<file path="config.mk">
export PLATFORM = sky130hd
export DESIGN_NAME = pcib_ctl_xlat
export DESIGN_NICKNAME = d
export VERILOG_FILES = /design/src/rtl/pcib_ctl_pkg.sv /design/src/rtl/pcib_reg_bank.sv /design/src/rtl/pcib_win_xlat.sv /design/src/rtl/pcib_io_xlat.sv /design/src/rtl/pcib_ctl_xlat.sv
export SDC_FILE = /design/constraint.sdc
export NUM_CORES = 1
export LEC_CHECK = 0
export ABC_AREA = 1
export CAP_MARGIN = 20
export CORE_ASPECT_RATIO = 1.4
export CORE_MARGIN = 8
export CORE_UTILIZATION = 46
export DETAILED_ROUTE_END_ITERATION = 10
export PLACE_DENSITY_LB_ADDON = 0.1
export SLEW_MARGIN = 10
export SYNTH_ARGS = -nofsm -noshare
export SYNTH_HDL_FRONTEND = slang
export SYNTH_SLANG_ARGS = --single-unit
export TNS_END_PERCENT = 5
</file>
<file path="constraint.sdc">
create_clock -name clk_i -period 2.7 [get_ports clk_i]
set_clock_uncertainty 0.1 [all_clocks]
set_input_delay 0.81 -clock clk_i [delete_from_list [all_inputs] [get_ports clk_i]]
set_output_delay 0.81 -clock clk_i [all_outputs]
set_load 0.02 [all_outputs]
</file>
<file path="src/rtl/pcib_ctl_pkg.sv">
package pcib_ctl_pkg;

  localparam int WORD_W = 32;

  typedef logic [WORD_W-1:0] word_t;

  // per-variant window sizes; indices past 2 reuse the last size
  function automatic word_t win_size(input bit alt, input int idx);
    if (alt) begin
      if (idx == 0) return 32'h0100_0000;
      if (idx == 1) return 32'h0400_0000;
      return 32'h0800_0000;
    end
    if (idx == 0) return 32'h0C00_0000;
    return 32'h1000_0000;
  endfunction

endpackage

</file>
<file path="src/rtl/pcib_reg_bank.sv">
module pcib_reg_bank
  import pcib_ctl_pkg::*;
#(
  parameter int ADDR_W  = 12,
  parameter int NUM_WIN = 3
) (
  input  logic              clk_i,
  input  logic              rst_ni,
  input  logic [ADDR_W-1:0] addr_i,
  input  logic              we_i,
  input  word_t             wdata_i,
  output word_t             rdata_o,
  output word_t             wbase_o [NUM_WIN]
);

  // window bases, tag, flags, then one system map per window
  localparam int NREG  = 2 * NUM_WIN + 2;
  localparam int IDX_W = $clog2(NREG);

  word_t            regs_q [NREG];
  logic             hit;
  logic [IDX_W-1:0] idx;

  assign hit = (addr_i[1:0] == 2'b00) &&
               (addr_i[ADDR_W-1:2] < (ADDR_W-2)'(NREG));
  assign idx = addr_i[IDX_W+1:2];

  always_ff @(posedge clk_i or negedge rst_ni) begin
    if (!rst_ni) begin
      for (int i = 0; i < NREG; i++) regs_q[i] <= '0;
    end else if (we_i && hit) begin
      regs_q[idx] <= wdata_i;
    end
  end

  assign rdata_o = hit ? regs_q[idx] : '0;

  for (genvar g = 0; g < NUM_WIN; g++) begin : g_base
    assign wbase_o[g] = regs_q[g];
  end

endmodule

</file>
<file path="src/rtl/pcib_win_xlat.sv">
module pcib_win_xlat
  import pcib_ctl_pkg::*;
#(
  parameter bit    ALT_MAP  = 1'b0,
  parameter word_t WIN_SIZE = 32'h1000_0000
) (
  input  word_t base_i,
  input  word_t off_i,
  output word_t addr_o,
  output logic  oor_o
);

  word_t base;

  if (ALT_MAP) begin : g_aligned
    localparam word_t MASK = ~(WIN_SIZE - 32'd1);
    assign base = base_i & MASK;
  end else begin : g_nibble
    logic unused_hi;
    assign unused_hi = ^base_i[WORD_W-1:4];
    assign base = {base_i[3:0], 28'h0};
  end

  assign oor_o  = (off_i >= WIN_SIZE);
  assign addr_o = oor_o ? '0 : base + off_i;

endmodule

</file>
<file path="src/rtl/pcib_io_xlat.sv">
module pcib_io_xlat
  import pcib_ctl_pkg::*;
#(
  parameter word_t IO_BASE = 32'h0,
  parameter word_t IO_SIZE = 32'h0010_0000
) (
  input  word_t off_i,
  output word_t addr_o,
  output logic  oor_o
);

  assign oor_o  = (off_i >= IO_SIZE);
  assign addr_o = oor_o ? '0 : IO_BASE + off_i;

endmodule

</file>
<file path="src/rtl/pcib_ctl_xlat.sv">
module pcib_ctl_xlat
  import pcib_ctl_pkg::*;
#(
  parameter bit    ALT_MAP = 1'b0,
  parameter int    ADDR_W  = 12,
  parameter int    NUM_WIN = 3,
  parameter word_t IO_BASE = 32'h0,
  parameter word_t IO_SIZE = 32'h0010_0000,
  localparam int   WIN_IW  = $clog2(NUM_WIN + 1)
) (
  input  logic              clk_i,
  input  logic              rst_ni,
  input  logic [ADDR_W-1:0] reg_addr_i,
  input  logic              reg_we_i,
  input  logic [31:0]       reg_wdata_i,
  output logic [31:0]       reg_rdata_o,
  input  logic [WIN_IW-1:0] xl_win_i,
  input  logic [31:0]       xl_off_i,
  output logic [31:0]       xl_addr_o,
  output logic              xl_oor_o,
  input  logic [31:0]       io_off_i,
  output logic [31:0]       io_addr_o,
  output logic              io_oor_o
);

  word_t wbase  [NUM_WIN];
  word_t w_addr [NUM_WIN];
  logic  w_oor  [NUM_WIN];

  pcib_reg_bank #(
    .ADDR_W (ADDR_W),
    .NUM_WIN(NUM_WIN)
  ) u_regs (
    .clk_i  (clk_i),
    .rst_ni (rst_ni),
    .addr_i (reg_addr_i),
    .we_i   (reg_we_i),
    .wdata_i(reg_wdata_i),
    .rdata_o(reg_rdata_o),
    .wbase_o(wbase)
  );

  for (genvar g = 0; g < NUM_WIN; g++) begin : g_win
    pcib_win_xlat #(
      .ALT_MAP (ALT_MAP),
      .WIN_SIZE(win_size(ALT_MAP, g))
    ) u_win (
      .base_i(wbase[g]),
      .off_i (xl_off_i),
      .addr_o(w_addr[g]),
      .oor_o (w_oor[g])
    );
  end

  // unknown window numbers fall through as out of range
  always_comb begin
    xl_addr_o = '0;
    xl_oor_o  = 1'b1;
    for (int i = 0; i < NUM_WIN; i++) begin
      if (xl_win_i == WIN_IW'(i)) begin
        xl_addr_o = w_addr[i];
        xl_oor_o  = w_oor[i];
      end
    end
  end

  pcib_io_xlat #(
    .IO_BASE(IO_BASE),
    .IO_SIZE(IO_SIZE)
  ) u_io (
    .off_i (io_off_i),
    .addr_o(io_addr_o),
    .oor_o (io_oor_o)
  );

endmodule

</file>
==> results of run 1 <==
## cells by family (layout without fill, tap and decap cells)
kind of cell	Yosys count	in the layout	synth area share, %
AO/OA/AOI/OAI	279	279	11.6
XOR/XNOR	4	4	0.284
adder cells (fa/ha/maj)	12	12	1.40
buffers and inverters	253	535	8.16
flip-flops	256	256	52.0
other	1	12	0.0304
AND/OR/NAND/NOR	802	802	26.5
## registers in the layout, indices dropped and copies added, names as in the netlist
signal and cells:
u_regs.regs_q 160, u_regs.wbase_o 96
## layout by cell type (no fill, tap or decap), types with 10 or more instances in the layout
cell,count
clkdlybuf4s50_1,79
nand3b_1,20
nor2_2,41
nand2_1,360
o21ai_1,18
dfrtp_1,256
buf_12,27
nor2_4,58
clkbuf_16,27
buf_4,77
or2_2,10
inv_1,151
o21ai_0,240
nor2_1,241
buf_6,104
nand2_2,16
dlygate4sd2_1,11
conb_1,12
nand3_2,16
nand3_1,17
## path summary, 6_finish.rpt
path                                           end  slack [ns]  cells past startpoint
max in group asynchronous        u_regs.regs_q[38]        1.70                      2
worst min-delay path            u_regs.regs_q[146]        0.06                      1
worst min register to register    u_regs.regs_q[4]        0.38                      2
worst max-delay path                 xl_addr_o[31]       -0.32                     10
min in group clk_i                u_regs.regs_q[4]        0.38                      2
worst max register to register  u_regs.wbase_o[65]        1.71                      3
## per-stage QoR
stage	hold slack (ns)	std cells	cell area [um^2]
after floorplan	0.346	1618	12700
after global placement	0.360	2138	15500
after detailed placement	0.366	2138	15500
after CTS	0.0836	2224	17400
after global routing	0.0840	2228	17700
final	0.0598	2228	17700
## layer usage
layer | track usage [%] | vias up | share of wire, %
met5 | 0 | - | 0
met4 | 6.30 | 0 | 2.0
met3 | 3.62 | 52 | 6.6
met2 | 44.4 | 379 | 51
met1 | 31.6 | 5519 | 41
li1 | - | 5549 | -
## cells in the mapped netlist
library cell	count
a21oi_1	5
nand4_2	8
nand4_1	1
o211ai_1	1
clkbuf_1	69
nor3_4	1
inv_1	161
nor3_2	2
conb_1	1
nor2_1	339
and2_0	1
buf_4	12
o22ai_1	10
nor4_1	3
nand3b_1	20
nor2_4	1
xnor2_1	2
buf_2	9
ha_1	9
fa_1	3
o22a_1	5
dfrtp_1	256
o21ai_0	241
nand2_1	380
or2_2	11
o21ai_1	17
buf_1	2
xor2_1	2
nand3_1	35
## where the power goes
part | internal, mW | total [mW] | switching [mW]
logic | 0.384 | 0.897 | 0.513
registers | 3.85 | 3.86 | 0.00964
clock network | 2.09 | 3.59 | 1.51
## final cells by class
| cell class | count | area, um^2 | share of cell area (%) |
|---|---|---|---|
| multi-input cells | 1109 | 5830 | 32.9 |
| well taps | 328 | 410 | 2.32 |
| clock buffers | 37 | 773 | 4.37 |
| repair buffers | 327 | 3600 | 20.3 |
| flip-flops and latches | 256 | 6410 | 36.2 |
| inverters | 161 | 612 | 3.45 |
| clock inverters | 10 | 81.3 | 0.459 |
## what timing repair did
item,4_1_cts,5_1_grt
resized for setup,701,89
setup endpoints to repair,86,86
gates cloned,14,0
pin swaps,42,35
setup buffers,26,5
==> reports/metrics.yaml, run 1 <==
status:
  status: "finished with violations"
  violations: "negative setup slack"
setup_path:
  cp-startpoint: "xl_off_i[29]"
  crit_type: "input port to primary output"
  timing.rr.start: "u_regs.wbase_o[65]"
  critical-path-max-stage-delay_ns: 0.24
  cp.buffers_inverters: 4
  cp.arrival_ns: 2.11
  critical-path-top-delay-family: "buffers and inverters"
  cp-end-kind: "primary output"
  cp_max_fo: 6
  cp.required_ns: 1.79
  cp_common_cell: "buf_6"
  path_cells: "dlygate4sd2_1, buf_6, buf_6, ha_4, a21oi_2, nand2_1, nand2_1, nand3_2, nand3_2, buf_6"
  cp-start-kind: "input port"
  slowest_stage: "dlygate4sd2_1"
global_route:
  grt_max_degree: 77
  grt_use_total_pct: 25.1
  globalRouteOverflowTotal: 0
  grt_pass1_vias: 11086
  grt_pass1_wl_um: 63900
  antenna_found_initial: 0
drt:
  drt_iter0_markers: 817
  drc: 0
  vias_per_cell: 5.16
  num_vias: 11499
  dr.pass1.iters: 5
  wl_per_cell_um: 18.4
  ant_nets: 0
  routed_wl_um: 41100
flow_run:
  maxCapViolations: 0
clocking:
  cts.clk_slew.worst_paths_ns: 0.07
  cts_tree: "yes"
  clk_path_buf_depth: 3
  clkLatencyLatePin_ns: 0.52
  numCtsBuffers: 26
  cts_sinks: 256
  cts_root_buffer: "clkbuf_16"
  hold_buffers: 0
  htreeDepth: 1
synthesis:
  synth_top_area_share_pct: 52.0
  syn_area_um2: 12300
  synth.distinct_cells: 29
  yosys.area.top_type: "dfrtp_1"
  synth_area_leaders: "dfrtp_1 (52%), nand2_1 (12%), nor2_1 (10%)"
  yosysWarnings: 0
  yosysSeqAreaShare_pct: 52.0
  synth.avg_cell_area_um2: 7.67
  synth_seq_cells: 256
  synthCells: 1607
sta:
  hold_viol: 0
  rsz0062_at_grt: "true"
  min_period_ns: 3.02
  max_freq_mhz: 331
  setup_viol: 86
  setup_tns_ns: -17.29
  slew_headroom_pct: 66.1
  finalCritPeriodShare_pct: 112
  fin_ws_ns: -0.318
  tightest_slew_ns: 0.507
  finalMaxSlewViolations: 0
floorplan:
  die_x_um: 154
  rows: 71
  io_pins: 211
  dieHeight_um: 210
  core-area_um2: 26700
  dieArea_um2: 32400
  initial_core_util_pct: 46.2
pwr:
  total_power_mw: 8.35
  ir_drop_mv: 0.497
  leakage_nw: 8.78
  cellPowerDensity_nw_per_um2: 472
finish:
  syn_to_final_growth_pct: 43.7
  layout.nets: 2006
  drive_above_1_share_pct: 24.5
  postLayoutCoreUtil_pct: 66.5
  antennaDiodeCount: 0
  fillers: 2224
place:
  portBuffers: 198
  dp_slack_ns: -1.15
  gp_congestion: 0.869
  hpwl_um: 25400
hold_path:
  hp-class: "input port to asynchronous set/reset pin"
Note: power is estimated with default switching activity, not from simulation.
==> inputs of run 2 (changes only) <==
--- a/config.mk
+++ b/config.mk
@@ -8,7 +8,7 @@
 export ABC_AREA = 1
 export CAP_MARGIN = 20
 export CORE_ASPECT_RATIO = 1.4
-export CORE_MARGIN = 8
+export CORE_MARGIN = 5
 export CORE_UTILIZATION = 46
 export DETAILED_ROUTE_END_ITERATION = 10
 export PLACE_DENSITY_LB_ADDON = 0.1
==> reports/metrics.yaml, run 2 (synthesis results as in run 1) <==
status:
  status: "finished with violations"
  violations: "negative setup slack"
clocking:
  cts.clk_slew.worst_paths_ns: 0.06
  cts_root_buffer: "clkbuf_16"
  cts_tree: "yes"
  cts_sinks: 256
  htreeDepth: 1
  numCtsBuffers: 26
  clk_path_buf_depth: 3
  hold_buffers: 0
  clkLatencyLatePin_ns: 0.52
finish:
  largest_reg_flops: 160
  final_common_cell: "nand2_1"
  fillers: 2227
  design_area_um2: 17600
  layout.cells.non_filler: 2213
  layout.nets: 1994
  top_register: "u_regs.regs_q"
  layout_common_cells: "nand2_1 (367), dfrtp_1 (256), nor2_1 (251)"
  antennaDiodeCount: 0
  drive_above_1_share_pct: 22.9
  syn_to_final_growth_pct: 42.8
  postLayoutCoreUtil_pct: 66.1
setup_path:
  crit_type: "input port to primary output"
  slowest_stage: "or2_4"
  cp_max_fo: 5
  critical-path-top-delay-family: "simple AND/OR/NAND/NOR gates"
  path_cells: "buf_6, or2_4, nor2_4, and2_4, buf_12, buf_12, nand3b_1, nor2_4, buf_6"
  cp-end-kind: "primary output"
  critical-path-max-stage-delay_ns: 0.24
  cp.required_ns: 1.79
  cp.arrival_ns: 2.11
  cp.buffers_inverters: 4
  cp-start-kind: "input port"
place:
  portBuffers: 198
  gp_congestion: 0.816
  dp_slack_ns: -1.23
  placedCellCount: 2142
  post_dp_cell_area_um2: 15700
  hpwl_um: 24800
global_route:
  globalRouteOverflowTotal: 0
  grt_pass1_vias: 10744
  grt_use_total_pct: 25.3
  grt_max_degree: 65
  grt_pass1_wl_um: 60300
  antenna_found_initial: 0
hold_path:
  hp-class: "input port to asynchronous set/reset pin"
drt:
  dr.pass1.iters: 5
  vias_per_cell: 5.16
  wl_per_cell_um: 17.8
  num_vias: 11415
  drc: 0
  drt_iter0_markers: 734
  routed_wl_um: 39500
  ant_nets: 0
pwr:
  pwr-share-seq_pct: 46.4
  p_int_mw: 6.34
  cellPowerDensity_nw_per_um2: 473
  leakage_nw: 8.81
  clockPowerShare_pct: 43.2
  swShare_pct: 23.9
  p_comb_share_pct: 10.5
  ir_drop_mv: 0.471
  p_sw_mw: 1.99
floorplan:
  dieHeight_um: 204
  die_x_um: 148
  dieArea_um2: 30200
  core-area_um2: 26700
  io_pins: 211
  initial_core_util_pct: 46.2
  rows: 71
sta:
  fin_ws_ns: -0.320
  holdWs_ns: 0.0969
  hold_viol: 0
  finalMaxSlewViolations: 0
  rsz0062_at_grt: "true"
  setup_viol: 83
  min_period_ns: 3.02
  max_freq_mhz: 331
  finalCritPeriodShare_pct: 112
flow_run:
  maxCapViolations: 0
## run 2: changes by cell type in the layout (fill, tap and decap cells not counted), sizes merged, moves of 2 or more
cell,before,now
clkinv,7,5
clkdlybuf4s15,8,2
buf,222,210
bufbuf,1,3
dlygate4sd2,11,1
clkbuf,43,49
dlymetal6s2s,0,8
## run 2: final cells by class
class / count / area [um^2] / area share (%)
repair buffers: 315 / 3530 / 20.0
flip-flops and latches: 256 / 6410 / 36.4
clock buffers: 37 / 753 / 4.28
inverters: 161 / 609 / 3.46
well taps: 328 / 410 / 2.33
clock inverters: 7 / 92.6 / 0.526
multi-input cells: 1109 / 5810 / 33.0
## run 2: worst paths after layout
| path | from | end | slack, ns | depth (start not counted) |
|---|---|---|---|---|
| setup / recovery | reg_addr_i[0] | reg_rdata_o[25] | -0.32 | 9 |
| hold / removal | rst_ni | u_regs.regs_q[17] | 0.1 | 1 |
| setup reg to reg | u_regs.wbase_o[33] | u_regs.wbase_o[33] | 1.74 | 3 |
| hold reg to reg | u_regs.regs_q[4] | u_regs.regs_q[4] | 0.38 | 2 |
| max in group asynchronous | rst_ni | u_regs.regs_q[129] | 1.69 | 2 |
| min in group clk_i | u_regs.regs_q[4] | u_regs.regs_q[4] | 0.38 | 2 |
## run 2: worst reg2reg max path, delay by kind of cell (launching register included)
| family | cells | cell delay, ns |
|---|---|---|
| flip-flops | 1 | 0.45 |
| buffers and inverters | 1 | 0.17 |
| AO/OA/AOI/OAI | 1 | 0.06 |
| AND/OR/NAND/NOR | 1 | 0.05 |
## run 2: power groups by stage
stage | sequential [mW] | clock (mW) | combinational, mW
after global placement | 3.93 | 0 | 0.772
after detailed placement | 3.93 | 0 | 0.778
after global routing | 3.86 | 3.80 | 0.951
final | 3.86 | 3.60 | 0.871
after CTS | 3.86 | 3.65 | 0.852
after floorplan | 3.93 | 0 | 0.334
## run 2: stage by stage
stage,power (mW),setup TNS (ns)
after global routing,8.61,-19.75
after global placement,4.70,-102.92
after detailed placement,4.71,-109.37
after floorplan,4.27,-7.04
final,8.33,-14.61
after CTS,8.37,-26.00
## run 2: routing by layer
| layer | GRT usage, % | vias up | routed length [um] |
|---|---|---|---|
| met5 | 0 | - | 0 |
| met4 | 6.80 | 0 | 969 |
| met3 | 3.56 | 66 | 2540 |
| met2 | 44.2 | 370 | 19900 |
| met1 | 33.0 | 5449 | 16100 |
| li1 | - | 5530 | - |
## run 2: repair_timing
item                                    4_1_cts  5_1_grt
gates resized for setup                     610      149
endpoints found under the setup margin       86       86
pin swaps                                    32       38
buffers inserted                             16        1
gates cloned                                 10        1
==> inputs of run 3 (changes only) <==
--- a/config.mk
+++ b/config.mk
@@ -8,7 +8,6 @@
 export ABC_AREA = 1
 export CAP_MARGIN = 20
 export CORE_ASPECT_RATIO = 1.4
-export CORE_MARGIN = 5
 export CORE_UTILIZATION = 46
 export DETAILED_ROUTE_END_ITERATION = 10
 export PLACE_DENSITY_LB_ADDON = 0.1
==> reports/metrics.yaml, run 3 (synthesis results as in run 1) <==
place:
  gp_congestion: 0.807
  portBuffers: 198
  hpwl_um: 22800
  post_dp_cell_area_um2: 15500
sta:
  min_period_ns: 3.03
  setup_viol: 82
  rsz0062_at_grt: "true"
  setup_tns_ns: -16.20
  finalCritPeriodShare_pct: 112
  fin_ws_ns: -0.329
  holdWs_ns: 0.136
  max_freq_mhz: 330
  hold_viol: 0
  finalMaxSlewViolations: 0
  slew_headroom_pct: 65.6
  tightest_slew_ns: 0.516
drt:
  vias_per_cell: 5.15
  drc: 0
  routed_wl_um: 37700
  ant_nets: 0
  dr.pass1.iters: 5
  drt_iter0_markers: 625
  num_vias: 11286
  wl_per_cell_um: 17.2
setup_path:
  cp-end-kind: "primary output"
  cp-start-kind: "input port"
  timing.rr.start: "u_regs.wbase_o[65]"
  cp.required_ns: 1.79
  cp_max_fo: 4
  reg2reg_depth: 3
  r2r_slack_ns: 1.75
  cp-startpoint: "xl_off_i[28]"
  timing.rr.end: "u_regs.wbase_o[65]"
  cp.arrival_ns: 2.12
  crit_type: "input port to primary output"
floorplan:
  dieHeight_um: 196
  dieArea_um2: 27500
  die_x_um: 140
  io_pins: 211
  initial_core_util_pct: 47.1
  core-area_um2: 26200
  rows: 70
flow_run:
  maxCapViolations: 0
finish:
  layout.nets: 1976
  antennaDiodeCount: 0
  top_register: "u_regs.regs_q"
  final_common_cell: "nand2_1"
  layout_common_cells: "nand2_1 (373), nor2_1 (263), dfrtp_1 (256)"
  largest_reg_flops: 160
  syn_to_final_growth_pct: 39.0
  design_area_um2: 17100
  drive_above_1_share_pct: 21.6
clocking:
  cts.clk_slew.worst_paths_ns: 0.06
  cts_sinks: 256
  cts_root_buffer: "clkbuf_16"
  cts_tree: "yes"
  numCtsBuffers: 25
  clkLatencyLatePin_ns: 0.51
  htreeDepth: 1
  clk_path_buf_depth: 3
status:
  status: "finished with violations"
  violations: "negative setup slack"
global_route:
  grt_max_degree: 65
  globalRouteOverflowTotal: 0
  grt_pass1_vias: 11109
  grt_use_total_pct: 27.8
  grt_pass1_wl_um: 59400
  antenna_found_initial: 0
pwr:
  cellPowerDensity_nw_per_um2: 482
  ir_drop_mv: 0.470
  total_power_mw: 8.25
  leakage_nw: 8.59
hold_path:
  hp-class: "input port to asynchronous set/reset pin"
[run 3: worst max path at each step]
| stage | cells past startpoint | to |
|---|---|---|
| global placement | 9 | reg_rdata_o[17] |
| global route | 9 | reg_rdata_o[29] |
| CTS | 9 | reg_rdata_o[1] |
| finish | 6 | xl_addr_o[29] |
| floorplan | 7 | reg_rdata_o[14] |
| detailed placement | 9 | reg_rdata_o[19] |
[run 3: where the power goes]
part           switching (mW)  internal (mW)
Clock                    1.44           2.11
Combinational           0.490          0.345
Sequential            0.00926           3.85
[run 3: per-stage QoR]
| stage | util [%] | std cells | setup slack, ns |
|---|---|---|---|
| after floorplan | - | 1618 | -0.171 |
| after global placement | 59.2 | 2127 | -1.14 |
| after detailed placement | 59.2 | 2127 | -1.15 |
| after CTS | 64.5 | 2190 | -0.348 |
| after global routing | 65.4 | 2191 | -0.371 |
| final | 65.4 | 2191 | -0.329 |
[run 3: critical path: stages]
cell and delay (ns):
clkdlybuf4s15_2 0.25, ha_4 0.20, fa_2 0.55, nand3_1 0.10, nand3_2 0.09, buf_6 0.12
[run 3: routing by layer]
layer	wire length [um]	GRT usage, %	share of wire (%)	up-vias
met5	0	0	0	-
met4	982	7.77	2.6	0
met3	2100	3.39	5.6	64
met2	18800	48.9	50	336
met1	15800	36.0	42	5405
li1	-	-	-	5481
[run 3: timing repair]
item | in CTS | in global routing
hold buffers | 0 | 0
pin swaps | 33 | 13
buffers inserted | 13 | 2
gates resized for setup | 590 | 104
endpoints found under the setup margin | 86 | 86
cloned | 7 | 2
[run 3: cell type report]
cell class / instances / area (um^2)
Tap cell: 324 / 405
Timing Repair Buffer: 298 / 3160
Fill cell: 2249 / 9060
Clock inverter: 12 / 138
Sequential cell: 256 / 6410
Inverter: 161 / 607
Clock buffer: 31 / 698
Multi-Input combinational cell: 1109 / 5710
